$ cat config.mk
export PLATFORM = sky130hd
export DESIGN_NAME = lin_sync_tracker
export DESIGN_NICKNAME = d
export VERILOG_FILES = /design/src/rtl/lin_sync_tracker.sv
export SDC_FILE = /design/constraint.sdc
export NUM_CORES = 1
export LEC_CHECK = 0
export ABC_AREA = 1
export BUFFER_PORTS_ARGS = -buffer_cell sky130_fd_sc_hd__buf_4
export CAP_MARGIN = 20
export CORE_MARGIN = 4
export CORE_UTILIZATION = 56
export DETAILED_ROUTE_END_ITERATION = 8
export GPL_TIMING_DRIVEN = 0
export PLACE_DENSITY_LB_ADDON = 0.1
export SYNTH_ARGS = -nofsm -noshare
export SYNTH_HDL_FRONTEND = slang
export SYNTH_SLANG_ARGS = --single-unit
$ cat constraint.sdc
create_clock -name clk -period 2.1 [get_ports clk]
set_clock_uncertainty 0.2 [all_clocks]
set_input_delay 0.315 -clock clk [delete_from_list [all_inputs] [get_ports clk]]
set_output_delay 0.315 -clock clk [all_outputs]
set_load 0.01 [all_outputs]
$ cat src/rtl/lin_sync_tracker.sv
module lin_sync_tracker #(
  parameter int CNT_W      = 10,
  parameter int BREAK_BITS = 13
) (
  input  logic             clk,
  input  logic             rst_n,
  input  logic             enable,
  input  logic             dual_sync,
  input  logic [CNT_W-1:0] bit_time,
  input  logic             rx_in,
  output logic             break_det,
  output logic             sync_fall,
  output logic             sync_rise,
  output logic             meas_valid,
  output logic [CNT_W:0]   low_count,
  output logic [3:0]       cycle_idx,
  output logic             sync_done
);

  localparam int RUN_W = CNT_W + $clog2(BREAK_BITS + 1);
  localparam int LEN_W = CNT_W + 1;

  typedef enum logic [2:0] {HUNT, BRK, DELIM, TLOW, THIGH} st_t;

  st_t              st;
  logic             rx_s1, rx_s2;
  logic [RUN_W-1:0] run;
  logic [CNT_W-1:0] hcnt;
  logic [LEN_W-1:0] cnt;
  logic [3:0]       idx;
  logic             dual_q;

  wire              low    = !rx_s2;
  wire [RUN_W-1:0]  thresh = RUN_W'(BREAK_BITS) * RUN_W'(bit_time);
  wire [LEN_W-1:0]  lim    = {bit_time, 1'b0};
  wire [3:0]        last   = dual_q ? 4'd9 : 4'd4;

  assign meas_valid = sync_rise;

  always_ff @(posedge clk or negedge rst_n) begin
    if (!rst_n) begin
      rx_s1     <= 1'b1;
      rx_s2     <= 1'b1;
      st        <= HUNT;
      run       <= '0;
      hcnt      <= '0;
      cnt       <= '0;
      idx       <= '0;
      dual_q    <= 1'b0;
      break_det <= 1'b0;
      sync_fall <= 1'b0;
      sync_rise <= 1'b0;
      sync_done <= 1'b0;
      low_count <= '0;
      cycle_idx <= '0;
    end else begin
      rx_s1     <= rx_in;
      rx_s2     <= rx_s1;
      break_det <= 1'b0;
      sync_fall <= 1'b0;
      sync_rise <= 1'b0;
      sync_done <= 1'b0;
      if (!enable) begin
        st  <= HUNT;
        run <= '0;
        idx <= '0;
      end else begin
        case (st)
          HUNT: begin
            if (low) begin
              if (run != thresh) run <= run + 1'b1;
              if (run == thresh - RUN_W'(1)) begin
                break_det <= 1'b1;
                st        <= BRK;
              end
            end else begin
              run <= '0;
            end
          end
          BRK: begin
            if (!low) begin
              hcnt <= CNT_W'(1);
              st   <= DELIM;
            end
          end
          DELIM: begin
            if (low) begin
              if (hcnt >= bit_time) begin
                st        <= TLOW;
                cnt       <= LEN_W'(1);
                idx       <= '0;
                dual_q    <= dual_sync;
                cycle_idx <= '0;
                sync_fall <= 1'b1;
              end else begin
                st  <= HUNT;
                run <= RUN_W'(1);
              end
            end else if (hcnt < bit_time) begin
              hcnt <= hcnt + 1'b1;
            end
          end
          TLOW: begin
            if (!low) begin
              sync_rise <= 1'b1;
              low_count <= cnt;
              cnt       <= LEN_W'(1);
              if (idx == last) begin
                sync_done <= 1'b1;
                st        <= HUNT;
                run       <= '0;
              end else begin
                idx <= idx + 4'd1;
                st  <= THIGH;
              end
            end else if (cnt == lim) begin
              st  <= HUNT;
              run <= RUN_W'(cnt) + RUN_W'(1);
            end else begin
              cnt <= cnt + 1'b1;
            end
          end
          THIGH: begin
            if (low) begin
              sync_fall <= 1'b1;
              cycle_idx <= idx;
              cnt       <= LEN_W'(1);
              st        <= TLOW;
            end else if (cnt == lim) begin
              st  <= HUNT;
              run <= '0;
            end else begin
              cnt <= cnt + 1'b1;
            end
          end
          default: st <= HUNT;
        endcase
      end
    end
  end

  a_r2_single_break: assert property (@(posedge clk) disable iff (!rst_n)
    break_det |=> !break_det);

  a_r4_edges_apart: assert property (@(posedge clk) disable iff (!rst_n)
    !(sync_fall && sync_rise));

  a_r5_count_bound: assert property (@(posedge clk) disable iff (!rst_n)
    sync_rise |-> (low_count != '0 && low_count <= lim));

  a_r6_idx_range: assert property (@(posedge clk) disable iff (!rst_n)
    cycle_idx <= 4'd9);

  a_r6_idx_held: assert property (@(posedge clk) disable iff (!rst_n)
    sync_rise |-> $stable(cycle_idx));

  a_r7_done_on_last: assert property (@(posedge clk) disable iff (!rst_n)
    sync_done |-> (sync_rise && cycle_idx == last));

  a_r11_quiet_disabled: assert property (@(posedge clk) disable iff (!rst_n)
    !enable |=> !(sync_fall || sync_rise || break_det || sync_done));

endmodule

==> results.cfg <==
[status]
outcome = finished with violations
violations = negative setup slack

[clock_tree]
clockBufferDepth = 2
cts_buffers = 9
path_clk_slew_ps = 80
cts_sinks = 64
ctsRootBufferMaster = clkbuf_8
clkLatencyLatePin_ps = 360
htreeDepth = 3
cts_tree = done

[yosys]
synth_area_leaders = dfrtp_1 (27%), nand2_1 (13%), ha_1 (8.5%), inv_1 (7.3%), nand3_1 (6.2%)
ys.flop_type = dfrtp_1
syn_inst = 808
synthArstFlopShare_pct = 100
yosysWarnings = 0
yosys.area.top_type = dfrtp_1
synth.distinct_cells = 47
synth_top_area_share_pct = 27.1
postSynthAreaPerCell_sq_um = 7.08
synth_edf_count = 0
yosys_register_bits = 64
syn_area_sq_um = 5720
synth_seq_area_share_pct = 28.0
synth_fp_nets = 869

[pwr]
power_frac_seq_pct = 26.0
clockPowerShare_pct = 17.2
p_leak_nw = 3.60
fin_total_pwr_mw = 7.88
internal-power_mw = 4.25
switchingPower_mw = 3.62
swShare_pct = 46.0
peakVddDrop_v = 0.000740
combPwrFrac_pct = 56.8
cellPowerDensity_nw_per_um2 = 1040

[cells_and_area]
final_nets = 958
layout_commonest_cell = nand2_1
syn2layout_area_growth_pct = 32.1
final_util_pct = 76.6
fin_area_sq_um = 7560
layout_common_cells = nand2_1 (177), inv_1 (101), buf_4 (61), dfrtp_1 (61), nand3_1 (57)
drive_above_1_share_pct = 33.7
n_antenna_cell = 0
final_cells = 1035

[global_routing]
busiest_layer = met2
grt_overflow = 0
met3_usage_pct = 7.22
grt_pass1_vias = 5921
grt_max_degree = 65
gr-usage-met1_pct = 35.2
grtUsageMet2_pct = 51.3
grt_pass1_wl_um = 27700
antenna_found_initial = 0
grtUsageTotal_pct = 29.7

[critical_path]
cp_slowest_cell = fa_2
start_kind = primary input
r2r-start = hcnt[3]
path_delay_family = adder cells
crit_start = bit_time[1]
rrSetupSlack_ps = -510
arrival_ps = 3180
worst-path-stages = 14
path_class = in -> reg
r2r_cells = 13
critical_path.max_fanout = 5
cp-end-kind = flip-flop
required_ps = 2140
path_cells = buf_12, ha_4, fa_2, fa_2, nand2_2, nand2_2, nand4_1, nor3_2, nand4_2, nor3_4, nand3_4, buf_4, nand3b_1, nand2_1
cpPeakStageDelay_ps = 650
crit_buf_inv = 2

[worst_hold_path]
min_from = enable
hold_depth = 3
hp-class = in -> reg

[timing]
finalSetupViolCount = 41
setup_ws_ps = -1040
max_freq_ghz = 0.319
finalHoldViolCount = 0
fin_tns_setup_ps = -25950
finalCriticalPeriod_ps = 3140
slew_viol_final = 0
rsz0062_at_grt = true
holdWs_ps = 79.6
tightest_slew_ps = 830
slew_headroom_pct = 44.7
fin_crit_sh_pct = 150

[route]
first_pass_iters = 6
viasPerCell = 5.73
drc_errors = 0
drt_iter0_markers = 412
wl_um = 17500
wl_per_cell_um = 16.9
ant_nets = 0
via_count = 5926

[floorplanning]
die-area_sq_um = 11900
initial_core_util_pct = 58.0
die_w_um = 109
ios = 35
core-area_sq_um = 9860
std_cell_rows = 36
dieHeight_um = 109

[place]
place.gp.congestion = 0.931
dpl.hpwl_um = 12100
placed_area_sq_um = 6340
pre_cts_ws_ps = -1480
io_buffers = 33
dp_cells = 974

[job]
cap_violations = 0
[state kept, by name (all words and copies together), names as in the netlist]
signal / count
run: 14
cnt: 11
low_count: 11
hcnt: 10
cycle_idx: 4
idx: 4
st: 3
break_det: 1
dual_q: 1
meas_valid: 1
rx_s1: 1
rx_s2: 1
sync_done: 1
sync_fall: 1
[synthesized netlist by cell type, drive strengths merged, types with 3 or more instances]
library cell and number:
o21a 5, dfrtp 62, a31oi 3, a211oi 8, xor2 10, clkbuf 4, nand3b 14, ha 39
a21oi 33, fa 7, o22ai 3, nand3 78, inv 119, nor4 3, o21ai 50, nand4 11
nor2 70, buf 10, o211ai 3, xnor2 3, nand2 242, nor3 22
[kinds of logic (layout without fill, tap and decap cells)]
logic type | after synthesis | count (layout) | share of synthesized area (%)
AND/OR/NAND/NOR | 442 | 442 | 38.1
buffers and inverters | 133 | 227 | 9.75
AO/OA/AOI/OAI | 109 | 109 | 11.0
flip-flops | 64 | 64 | 28.0
adder cells (fa/ha/maj) | 46 | 46 | 11.0
XOR/XNOR | 13 | 13 | 1.99
multiplexers | 1 | 1 | 0.197
[worst register-to-register path, delay by kind of cell, from the launching register on]
family,cells,cell delay (ps)
DFF,1,440
adders and majority gates,1,290
and+or+nand+nor,6,1080
AOI/OAI and AO/OA,3,220
buffers and inverters,3,260
[power by group through the flow]
stage | combinational (mW) | sequential [mW] | clock (mW)
after floorplan | 2.62 | 2.00 | 0
after global placement | 3.45 | 2.03 | 0
after detailed placement | 3.55 | 2.05 | 0
after CTS | 4.01 | 2.02 | 1.38
after global routing | 4.90 | 2.10 | 1.42
final | 4.47 | 2.05 | 1.36
[worst paths after layout]
path | endpoint
worst max-delay path | run[11]
worst min-delay path | idx[2]
worst max register to register | cnt[4]
worst min register to register | rx_s2
max in group asynchronous | hcnt[3]
min in group asynchronous | dual_q
[area by class of cell]
type                       instances  area, sq um
timing repair buffer              79          703
sequential                        64         1610
inverter                         119          454
multi-input combinational        611         4260
clock buffer                      10          138
clock inverter                     6          115
buffer                            13          118
tap                              133          166
fill                             712         2300
[repair_timing]
action | CTS | global route
gates resized for setup | 75 | 75
hold buffers | 3 | 0
hold endpoints to repair | 64 | 0
pin swaps | 37 | 64
buffers inserted | 29 | 14
gates cloned | 2 | 0
endpoints found under the setup margin | 47 | 54
[metal layers]
metal	up-vias	part of all wire, %
li1	2815	-
met1	2810	39
met2	236	50
met3	65	6.7
met4	0	4.0
met5	-	0
Note: power is estimated with default switching activity, not from simulation.
